File: config.mk
export PLATFORM = sky130hd
export DESIGN_NAME = src_handshake
export DESIGN_NICKNAME = d
export VERILOG_FILES = /design/src/rtl/sh_pkg.sv /design/src/rtl/sh_byte_enc.sv /design/src/rtl/sh_settle_tmr.sv /design/src/rtl/sh_fsm.sv /design/src/rtl/src_handshake.sv
export SDC_FILE = /design/constraint.sdc
export NUM_CORES = 1
export LEC_CHECK = 0
export BUFFER_PORTS_ARGS = -buffer_cell sky130_fd_sc_hd__buf_2
export CORE_MARGIN = 4
export CORE_UTILIZATION = 40
export CTS_BUF_LIST = sky130_fd_sc_hd__clkbuf_8
export DETAILED_ROUTE_END_ITERATION = 12
export GPL_ROUTABILITY_DRIVEN = 0
export PLACE_DENSITY = 0.77
export SYNTH_ARGS = -nofsm -noshare
export SYNTH_HDL_FRONTEND = slang
export SYNTH_SLANG_ARGS = --single-unit
export TNS_END_PERCENT = 5
File: constraint.sdc
create_clock -name clk_i -period 2.3 [get_ports clk_i]
set_clock_uncertainty 0.15 [all_clocks]
set_input_delay 0 -clock clk_i [delete_from_list [all_inputs] [get_ports clk_i]]
set_output_delay 0 -clock clk_i [all_outputs]
set_load 0.005 [all_outputs]
File: src/rtl/sh_pkg.sv
package sh_pkg;
  typedef enum logic [1:0] {
    SH_IDLE = 2'd0,
    SH_GEN  = 2'd1,
    SH_DLY  = 2'd2,
    SH_XFER = 2'd3
  } sh_state_e;
endpackage

File: src/rtl/sh_byte_enc.sv
module sh_byte_enc #(
  parameter int DW = 8
) (
  input  logic          on_i,
  input  logic          cmd_i,
  input  logic          end_i,
  input  logic [DW-1:0] data_i,
  output logic [DW-1:0] dio_o,
  output logic          eoi_o
);
  logic par_bit;

  // top bit makes the whole command word odd
  assign par_bit = ~(^data_i[DW-2:0]);

  always_comb begin
    dio_o = '0;
    eoi_o = 1'b0;
    if (on_i) begin
      if (cmd_i) begin
        dio_o = {par_bit, data_i[DW-2:0]};
      end else begin
        dio_o = data_i;
        eoi_o = end_i;
      end
    end
  end
endmodule

File: src/rtl/sh_settle_tmr.sv
module sh_settle_tmr #(
  parameter int CYC = 100
) (
  input  logic clk_i,
  input  logic rst_ni,
  input  logic load_i,
  input  logic run_i,
  output logic done_o
);
  localparam int CW = (CYC > 1) ? $clog2(CYC) : 1;
  localparam logic [CW-1:0] LOAD_VAL = CW'(CYC - 1);

  logic [CW-1:0] cnt_q;

  always_ff @(posedge clk_i or negedge rst_ni) begin
    if (!rst_ni)                      cnt_q <= '0;
    else if (load_i)                  cnt_q <= LOAD_VAL;
    else if (run_i && cnt_q != '0)    cnt_q <= cnt_q - 1'b1;
  end

  assign done_o = (cnt_q == '0);
endmodule

File: src/rtl/sh_fsm.sv
module sh_fsm
  import sh_pkg::*;
(
  input  logic      clk_i,
  input  logic      rst_ni,
  input  logic      force_i,
  input  logic      go_i,
  input  logic      nba_i,
  input  logic      nrfd_i,
  input  logic      ndac_i,
  input  logic      done_i,
  output sh_state_e state_o,
  output logic      load_o,
  output logic      consume_o
);
  sh_state_e st_q, st_d;

  always_comb begin
    st_d      = st_q;
    load_o    = 1'b0;
    consume_o = 1'b0;
    if (force_i) begin
      st_d = SH_IDLE;
    end else begin
      unique case (st_q)
        SH_IDLE: if (go_i) st_d = SH_GEN;
        SH_GEN: if (nba_i) begin
          st_d   = SH_DLY;
          load_o = 1'b1;
        end
        SH_DLY: if (done_i && !nrfd_i) st_d = SH_XFER;
        SH_XFER: if (!ndac_i) begin
          st_d      = SH_GEN;
          consume_o = 1'b1;
        end
        default: st_d = SH_IDLE;
      endcase
    end
  end

  always_ff @(posedge clk_i or negedge rst_ni) begin
    if (!rst_ni) st_q <= SH_IDLE;
    else         st_q <= st_d;
  end

  assign state_o = st_q;
endmodule

File: src/rtl/src_handshake.sv
module src_handshake
  import sh_pkg::*;
#(
  parameter int DW        = 8,
  parameter int DELAY_CYC = 100
) (
  input  logic          clk_i,
  input  logic          rst_ni,
  input  logic          atn_i,
  input  logic          talk_act_i,
  input  logic          spoll_act_i,
  input  logic          ident_i,
  input  logic          ctrl_act_i,
  input  logic          ctrl_xfer_i,
  input  logic          nba_i,
  input  logic          nba_cmd_i,
  input  logic          nba_end_i,
  input  logic [DW-1:0] nba_data_i,
  input  logic          nrfd_i,
  input  logic          ndac_i,
  output logic          dav_o,
  output logic [DW-1:0] dio_o,
  output logic          eoi_o,
  output logic          consume_o
);
  sh_state_e state;
  logic      talk_side, force_idle, go, load, tmr_done, dly_st, lines_on;

  assign talk_side  = talk_act_i | spoll_act_i | ident_i;
  assign force_idle = atn_i ? ~(ctrl_act_i | ctrl_xfer_i) : ~talk_side;
  assign go         = talk_side | ctrl_act_i;
  assign dly_st     = (state == SH_DLY);
  assign lines_on   = dly_st | (state == SH_XFER);

  sh_fsm u_fsm (
    .clk_i     (clk_i),
    .rst_ni    (rst_ni),
    .force_i   (force_idle),
    .go_i      (go),
    .nba_i     (nba_i),
    .nrfd_i    (nrfd_i),
    .ndac_i    (ndac_i),
    .done_i    (tmr_done),
    .state_o   (state),
    .load_o    (load),
    .consume_o (consume_o)
  );

  sh_settle_tmr #(.CYC(DELAY_CYC)) u_tmr (
    .clk_i  (clk_i),
    .rst_ni (rst_ni),
    .load_i (load),
    .run_i  (dly_st),
    .done_o (tmr_done)
  );

  sh_byte_enc #(.DW(DW)) u_enc (
    .on_i   (lines_on),
    .cmd_i  (nba_cmd_i),
    .end_i  (nba_end_i),
    .data_i (nba_data_i),
    .dio_o  (dio_o),
    .eoi_o  (eoi_o)
  );

  assign dav_o = (state == SH_XFER);
endmodule

==> flow_summary.ini, run 1 <==
[outcome]
status = finished, final reports clean

[clock_tree]
cts.repair.resized = 0
root_buffer = clkbuf_8
post_cts_buffers = 0
cts_buffer_depth = 2
cts.htree.levels = 1
path_clk_slew_ps = 40
clk_latency_ps = 230
cts.sinks = 9
cts_tree = built
numCtsBuffers = 3

[timing]
clock.fmax_ghz = 0.501
tns_ps = 0
fin_crit_sh_pct = 86.8
drv_slew = 0
hold_viol = 0
tightest_slew_ps = 565
max-slew-margin-rel_pct = 61.9
rsz0062_at_grt = false
finalSetupViolCount = 0
min_period_ps = 2000

[final_layout]
multi_input_area_um2 = 478
seq_area_um2 = 225
drive_gt1_share_pct = 30.0
fin_nets = 148
area_growth_pct = 35.5
fill_cells = 162
diodes = 0

[logic_synthesis]
ys.flop_type = dfrtp_1
synth-seq-cells = 9
syn_inst = 83
post_synth_xor_area_fraction_pct = 12.1
synthMuxAreaShare_pct = 0
syn-num-nets = 110
yosys.area.top_type_share_pct = 31.0
synth_cell_type_count = 29
yosys_warnings = 0
synth_top_cell_by_area = dfrtp_1
yosys-top-cells-area = dfrtp_1 (31%), ha_1 (10%), nor2b_1 (6.0%), xnor2_1 (6.0%), xor2_1 (6.0%)
synth_compound_area_share_pct = 17.1
seq_area_frac_synth_pct = 31.0
synth_top_family_by_area = simple AND/OR/NAND/NOR gates
async_flop_share_pct = 100
synthSimpleGateAreaFrac_pct = 26.4
synth_area_per_cell_um2 = 8.74
syn_area_um2 = 726
synth_enable_flop_cells = 0
synthAdderAreaFrac_pct = 10.3

[setup_path]
path_max_fanout = 6
crit_arrival_ps = 2000
crit_type = flip-flop to flip-flop
cp-end-kind = flip-flop
start_kind = flip-flop
required_ps = 2300

[die]
core-area_mm2 = 0.00173
start_util_pct = 42.0
dieHeight_um = 50.6
die_x_um = 50.6
ioPinCount = 32
die_area_mm2 = 0.00256
num_rows = 15

[power_and_ir_drop]
power_leakage_uw = 0.000477
powerDensity_mw_per_mm2 = 997
ir_drop_mv = 0.538
power_uw = 980

[global_route]
use_met2_pct = 26.7
antenna_found_initial = 0
grt_pass1_vias = 730
grtUsageMet1_pct = 15.7
groute.usage.overall_pct = 14.7
busiest_layer = met2
globalRouteOverflowTotal = 0
use_met3_pct = 3.86
grt_pass1_wl_um = 2900
grt_max_degree = 10

[detailed_routing]
drtAntennaViolNets = 0
first_pass_iters = 4
viasPerCell = 5.14
drt_wl_total_um = 1740
vias = 745
drt-wirelength-per-cell_um = 12.0
drtIter0Drc = 9
drc = 0

[job]
maxCapViolations = 0

[hold_path]
hp-class = input pin to async pin

[placement]
dpl.hpwl_um = 1430
io_buffers = 31
==> synthesized netlist by cell type (2+ instances only) <==
| cell type | count |
|---|---|
| o21ai_0 | 5 |
| nor3b_1 | 2 |
| nor2_1 | 6 |
| xor2_1 | 5 |
| xnor2_1 | 5 |
| dfrtp_1 | 9 |
| nor4_1 | 2 |
| nand2_1 | 4 |
| o211ai_1 | 3 |
| or3_1 | 3 |
| inv_1 | 5 |
| nand2b_1 | 2 |
| ha_1 | 6 |
| a21oi_1 | 5 |
| nor2b_1 | 7 |
==> layout by cell type, fill, tap and decap left out, types with 4 or more instances in the layout <==
cell type	count
buf_2	31
dfrtp_1	9
nor2b_1	7
inv_1	6
nor2_1	6
ha_1	6
xor2_1	5
xnor2_1	5
a21oi_1	5
o21ai_0	5
nand2_1	4
==> cell type report <==
class / count / area share, %
sequential: 9 / 22.9
multi-input combinational: 68 / 48.6
timing repair buffer: 34 / 18.8
inverter: 5 / 1.91
clock inverter: 1 / 0.382
clock buffer: 3 / 4.20
tap: 25 / 3.18
==> registers in the layout, indices dropped and copies added (netlist names) <==
signal         count
u_fsm.state_o      2
u_tmr.cnt_q        7
==> worst paths after layout <==
kind                                     to  slack, ps           start  cells past startpoint
max                        u_fsm.state_o[1]        300  u_tmr.cnt_q[3]                      4
max in group asynchronous  u_fsm.state_o[1]       1820          rst_ni                      2
min                          u_tmr.cnt_q[1]          2          rst_ni                      2
max reg2reg                u_fsm.state_o[1]        300  u_tmr.cnt_q[3]                      4
min reg2reg                  u_tmr.cnt_q[6]        370  u_tmr.cnt_q[6]                      2
min in group clk_i                consume_o         90          ndac_i                      3
==> metal layers <==
metal  vias up  part of all wire [%]  wire [µm]
li1        366                     -          -
met1       337                    41        719
met2        40                    50        864
met3         2                   8.0        139
met4         0                  0.92         16
met5         -                     0          0
==> timing repair <==
item	in CTS	in global routing
endpoints found under the hold margin	14	0
hold buffers	3	0
endpoints found under the setup margin	0	0
==> critical path, cell delays in order (launching register included) <==
cell and delay [ps]:
dfrtp_1 430, or4_4 580, o21a_4 250, or3b_1 380, a21oi_1 130
==> kinds of logic (layout without fill, tap and decap cells) <==
kind of cell	after synthesis	count (layout)
simple gates	33	33
compound gates	19	19
xor+xnor	10	10
flops	9	9
fa+ha+maj	6	6
buf+inv	6	43
==> power by group <==
group	switching, µW	leakage (µW)	total (µW)	internal [µW]
sequential	75.7	0.000105	299	224
combinational	266	0.000345	506	240
clock	59.5	0.0000269	175	116
==> through the flow <==
stage	area [µm²]	std cells	hold WS, ps	setup slack [ps]	util [%]
final	983	145	1.82	304	57.0
after global routing	983	145	20.0	227	57.0
after CTS	983	145	6.20	305	57.0
after detailed placement	908	138	-287	301	52.6
after global placement	908	138	-288	361	52.6
after floorplan	726	83	-446	390	-
Note: power is estimated with default switching activity, not from simulation.
==> run 2: changes to the inputs <==
Settings changed: ABC_AREA set to 1, PLACE_DENSITY 0.77 to 0.75.
==> run 2 against run 1 <==
Synthesized cell count grew 58%. Highest routed layer unchanged. Sequential power shrank 3%. Critical endpoint is now dio_o[7]. Wire length grew 15%.
==> flow_summary.ini, run 2 <==
[logic_synthesis]
yosys-top-cells-area = dfrtp_1 (26%), nand2_1 (19%), ha_1 (8.8%), nor2_1 (8.4%), nand3_1 (8.2%)
synth_common_cells = nand2_1 (44), nor2_1 (19), inv_1 (18)
synth-seq-cells = 9
synth_cell_type_count = 22
seq_area_frac_synth_pct = 26.4
async_flop_share_pct = 100
synth_area_per_cell_um2 = 6.50
syn_area_um2 = 852
synth.most_common_cell = nand2_1
ys.flop_type = dfrtp_1
yosys_warnings = 0
syn-num-nets = 158
synth_top_cell_by_area = dfrtp_1
yosys.area.top_type_share_pct = 26.4
synth_enable_flop_cells = 0
syn_inst = 131

[clock_tree]
cts.repair.resized = 0
path_clk_slew_ps = 40
cts_tree = built
root_buffer = clkbuf_8
post_cts_buffers = 0
clk_latency_ps = 230
numCtsBuffers = 3
cts_buffer_depth = 2
cts.sinks = 9
cts.htree.levels = 1

[setup_path]
critPathMaxStageDelay_ps = 450
path_max_fanout = 9
cp-end-kind = output pin
critPathTopFamily = simple AND/OR/NAND/NOR gates
worstPathCellList = inv_1, ha_1, nor2_1, nor2_1, nand2_1, inv_1, buf_2
crit_type = flip-flop to output pin
cp_num_buf_inv = 3
start_kind = flip-flop
crit_arrival_ps = 1760
required_ps = 2150
cpMaxStageDelayCell = nor2_1

[detailed_routing]
vias = 925
first_pass_iters = 4
drt-wirelength-per-cell_um = 10.2
drt_wl_total_um = 1990
drtIter0Drc = 15
viasPerCell = 4.74
drc = 0
drtAntennaViolNets = 0

[final_layout]
largest-register = u_tmr.cnt_q
finalNonFillerCells = 195
final_common_cell = nand2_1
largest_reg_flops = 7
diodes = 0
fin_nets = 196
drive_gt1_share_pct = 25.0
fin_area_mm2 = 0.00111
mostFrequentLayoutCells = nand2_1 (44), buf_2 (31), inv_1 (19), nor2_1 (19), nand3_1 (14)
area_growth_pct = 29.8

[power_and_ir_drop]
switching_power_uw = 531
clkPwrFrac_pct = 15.4
p_sw_share_pct = 45.8
power_leakage_uw = 0.000681
seqPwrFrac_pct = 25.1
powerDensity_mw_per_mm2 = 1050
power_frac_comb_pct = 59.5
ir_drop_mv = 0.706
p_int_uw = 628

[global_route]
globalRouteOverflowTotal = 0
grt_pass1_wl_um = 3180
antenna_found_initial = 0
grt_max_degree = 10
groute.usage.overall_pct = 15.0
grt_pass1_vias = 837

[die]
start_util_pct = 42.6
num_rows = 16
ioPinCount = 32
core-area_mm2 = 0.00200
dieHeight_um = 54.2
die_area_mm2 = 0.00293
die_x_um = 54.2

[hold_path]
hp-class = input pin to flip-flop

[timing]
max-slew-margin-rel_pct = 64.4
min_period_ps = 1910
tns_ps = 0
tightest_slew_ps = 532
fin_crit_sh_pct = 83.0
clock.fmax_ghz = 0.524
whs_ps = 80.2
drv_slew = 0
hold_viol = 0
rsz0062_at_grt = false
finalSetupViolCount = 0

[placement]
post-place-cells = 189
dpl_cell_area_mm2 = 0.00104
io_buffers = 31
dpl.hpwl_um = 1670

[outcome]
status = finished, final reports clean

[job]
maxCapViolations = 0
==> run 2: power by group through the flow <==
stage | Combinational (µW) | Sequential (µW) | Clock, µW
floorplan | 503 | 278 | 0
global placement | 666 | 286 | 0
detailed placement | 689 | 293 | 0
CTS | 697 | 291 | 183
global route | 782 | 299 | 190
finish | 690 | 291 | 178
==> run 2: layout make-up <==
| cell class | count | area, µm² |
|---|---|---|
| clock buffer | 3 | 41.3 |
| clock inverter | 1 | 3.75 |
| fill | 201 | 896 |
| inverter | 20 | 82.6 |
| multi-input combinational | 102 | 544 |
| sequential | 9 | 225 |
| tap | 27 | 33.8 |
| timing repair buffer | 33 | 175 |
==> run 2: cells by family (layout without fill, tap and decap cells) <==
group,after synthesis,count (layout),share of synthesized area (%)
fa+ha+maj,6,6,8.81
xor+xnor,4,4,4.11
compound gates,5,5,3.52
simple gates,87,87,47.4
buf+inv,20,57,9.69
flops,9,9,26.4
==> run 2: through the flow <==
stage | utilization (%) | total power [µW] | setup slack, ps
detailed placement | 52.0 | 982 | 636
CTS | 55.3 | 1170 | 386
finish | 55.3 | 1160 | 392
global route | 55.3 | 1270 | 259
floorplan | - | 781 | 833
global placement | 52.0 | 953 | 707
==> run 2: worst min-delay path: stages <==
cell and delay (ps):
buf_2 110, inv_1 60, a21boi_0 150, nand2_1 80, nor2_1 30
==> run 2: metal layers <==
layer | GRT usage (%) | share of wire (%) | vias up
li1 | - | - | 479
met3 | 1.94 | 8.3 | 5
met4 | 9.96 | 2.3 | 0
met5 | 0 | 0 | -
met2 | 28.1 | 49 | 30
met1 | 15.2 | 40 | 411
==> run 2: timing repair <==
item / CTS / global route
hold endpoints to repair: 9 / 0
endpoints found under the setup margin: 0 / 0
hold buffers: 2 / 0
==> run 2: final timing paths <==
path | depth (start not counted) | from | slack (ps) | endpoint
hold reg to reg | 2 | u_tmr.cnt_q[0] | 350 | u_tmr.cnt_q[0]
max in group asynchronous | 3 | rst_ni | 1110 | u_fsm.state_o[1]
setup reg to reg | 8 | u_fsm.state_o[0] | 660 | u_fsm.state_o[0]
min in group asynchronous | 3 | rst_ni | 600 | u_tmr.cnt_q[3]
hold / removal | 5 | atn_i | 80 | u_fsm.state_o[1]
setup / recovery | 7 | u_fsm.state_o[0] | 390 | dio_o[7]
==> run 3: changes to the inputs <==
Settings changed: ABC_AREA 1 to 0, PLACE_DENSITY 0.75 to 0.77.
Clock period 2.3 ns to 1.8 ns, I/O delays scaled along.
==> run 3 against run 2 <==
The flow now finishes with violations (setup timing). Non-clock buffer count grew 14. Worst hold slack gained 14 ps. First-iteration DRC count grew 33%. Sequential cell count is the same. Largest cell class unchanged. Via count shrank 11%. Power grew 27%. Register-to-register slack lost 740 ps. Critical path type is now flip-flop to flip-flop. Global-route usage grew 4.2 points. Sequential share of layout area grew 0.069 points. Combinational power grew 29%. Critical path depth shrank 3.
==> flow_summary.ini, run 3 (synthesized netlist as in run 1, its figures left out) <==
[final_layout]
diodes = 0
fill_cells = 157
mostFrequentLayoutCells = buf_2 (31), buf_4 (11), dfrtp_1 (9), nor2b_1 (7)
drive_gt1_share_pct = 37.6
final_common_cell = buf_2
fin_nets = 161
largest-register = u_tmr.cnt_q
area_growth_pct = 51.9
largest_reg_flops = 7
finalNonFillerCells = 158

[setup_path]
critPathMaxStageDelay_ps = 550
crit_arrival_ps = 1890
start_kind = flip-flop
r2r_slack_ps = -80
timing.rr.start = u_tmr.cnt_q[5]
cpMaxStageDelayCell = or4_4
cp_num_buf_inv = 0
path_max_fanout = 6
worstPathCellList = or4_4, o21a_4, or3_4, a21oi_2
reg2reg_depth = 4
cp-end-kind = flip-flop
crit_type = flip-flop to flip-flop
required_ps = 1810
critPathTopFamily = simple AND/OR/NAND/NOR gates
rr_endpoint = u_fsm.state_o[0]

[timing]
drv_slew = 0
max-slew-margin-rel_pct = 70.1
finalSetupViolCount = 4
whs_ps = 94.1
tns_ps = -199
tightest_slew_ps = 441
hold_viol = 0
layout_setup_ws_ps = -80.6
fin_crit_sh_pct = 104
rsz0062_at_grt = true
min_period_ps = 1880
clock.fmax_ghz = 0.532

[die]
die_area_mm2 = 0.00256
num_rows = 15
die_x_um = 50.6
ioPinCount = 32
core-area_mm2 = 0.00173
start_util_pct = 42.0
dieHeight_um = 50.6

[global_route]
grt_pass1_wl_um = 3700
grt_pass1_vias = 905
globalRouteOverflowTotal = 0
groute.usage.overall_pct = 19.3
antenna_found_initial = 0
grt_max_degree = 9

[clock_tree]
cts.sinks = 9
cts_buffer_depth = 2
cts.htree.levels = 1
clk_latency_ps = 230
root_buffer = clkbuf_8
cts_tree = built
numCtsBuffers = 3
path_clk_slew_ps = 50

[hold_path]
hp-class = input pin to output pin
min_from = ndac_i
holdPathEnd = consume_o
hold_depth = 3

[outcome]
status = finished, violations left
violations = setup timing

[power_and_ir_drop]
power_leakage_uw = 0.000543
powerDensity_mw_per_mm2 = 1340
ir_drop_mv = 0.687
seqPwrFrac_pct = 23.9
power_frac_comb_pct = 60.5
switching_power_uw = 583
clkPwrFrac_pct = 15.6
p_int_uw = 891
p_sw_share_pct = 39.5

[detailed_routing]
drc = 0
viasPerCell = 5.20
drt-wirelength-per-cell_um = 12.9
vias = 822
drt_wl_total_um = 2050
first_pass_iters = 4
drtAntennaViolNets = 0
drtIter0Drc = 20

[placement]
place_ws_ps = -60.7
dpl.hpwl_um = 1590
post-place-cells = 149
io_buffers = 31

[job]
maxCapViolations = 0
run 3: power groups by stage:
stage | Clock, µW | Combinational (µW) | Sequential [µW]
floorplan | 0 | 460 | 355
global placement | 0 | 794 | 350
detailed placement | 0 | 822 | 354
CTS | 236 | 856 | 351
global route | 252 | 986 | 358
finish | 229 | 892 | 352
run 3: layout make-up:
class | instances | area [µm²] | share of cell area (%)
clock buffers | 3 | 41.3 | 3.75
clock inverters | 1 | 3.75 | 0.341
inverters | 5 | 18.8 | 1.70
multi-input cells | 68 | 494 | 44.8
flip-flops and latches | 9 | 225 | 20.4
well taps | 25 | 31.3 | 2.84
repair buffers | 47 | 288 | 26.1
run 3: worst max path at each step:
stage                   start          endpoint  cells after the start
3_5_place_dp   u_tmr.cnt_q[5]  u_fsm.state_o[1]                      4
4_1_cts        u_tmr.cnt_q[5]  u_fsm.state_o[1]                      4
6_report       u_tmr.cnt_q[5]  u_fsm.state_o[0]                      4
5_1_grt        u_tmr.cnt_q[5]  u_fsm.state_o[0]                      4
3_3_place_gp   u_tmr.cnt_q[5]  u_fsm.state_o[1]                      4
2_1_floorplan  u_tmr.cnt_q[4]  u_fsm.state_o[1]                      4
run 3: timing repair:
item                                    4_1_cts  5_1_grt
endpoints found under the setup margin       13        9
buffers inserted                              0        0
resized for setup                             2        3
cloned                                        0        0
pin swaps                                     0        2
endpoints found under the hold margin        12        0
hold buffers                                  5        0
run 3: stage by stage:
step | util (%) | instance area [µm²] | power, µW
after floorplan | - | 726 | 815
after global placement | 57.4 | 991 | 1140
after detailed placement | 57.4 | 991 | 1180
after CTS | 63.3 | 1090 | 1440
after global routing | 63.8 | 1100 | 1600
final | 63.8 | 1100 | 1470
run 3: tightest hold or removal path, stage by stage:
cell and delay (ps):
buf_2 90, nor3b_1 40, buf_2 120
run 3: per-layer routing:
metal | vias to the layer above | GRT usage [%] | wire, µm
met5 | - | 0 | 0
met4 | 0 | 12.1 | 40
met3 | 5 | 5.04 | 161
met2 | 48 | 35.2 | 1050
met1 | 375 | 19.0 | 791
li1 | 394 | - | -
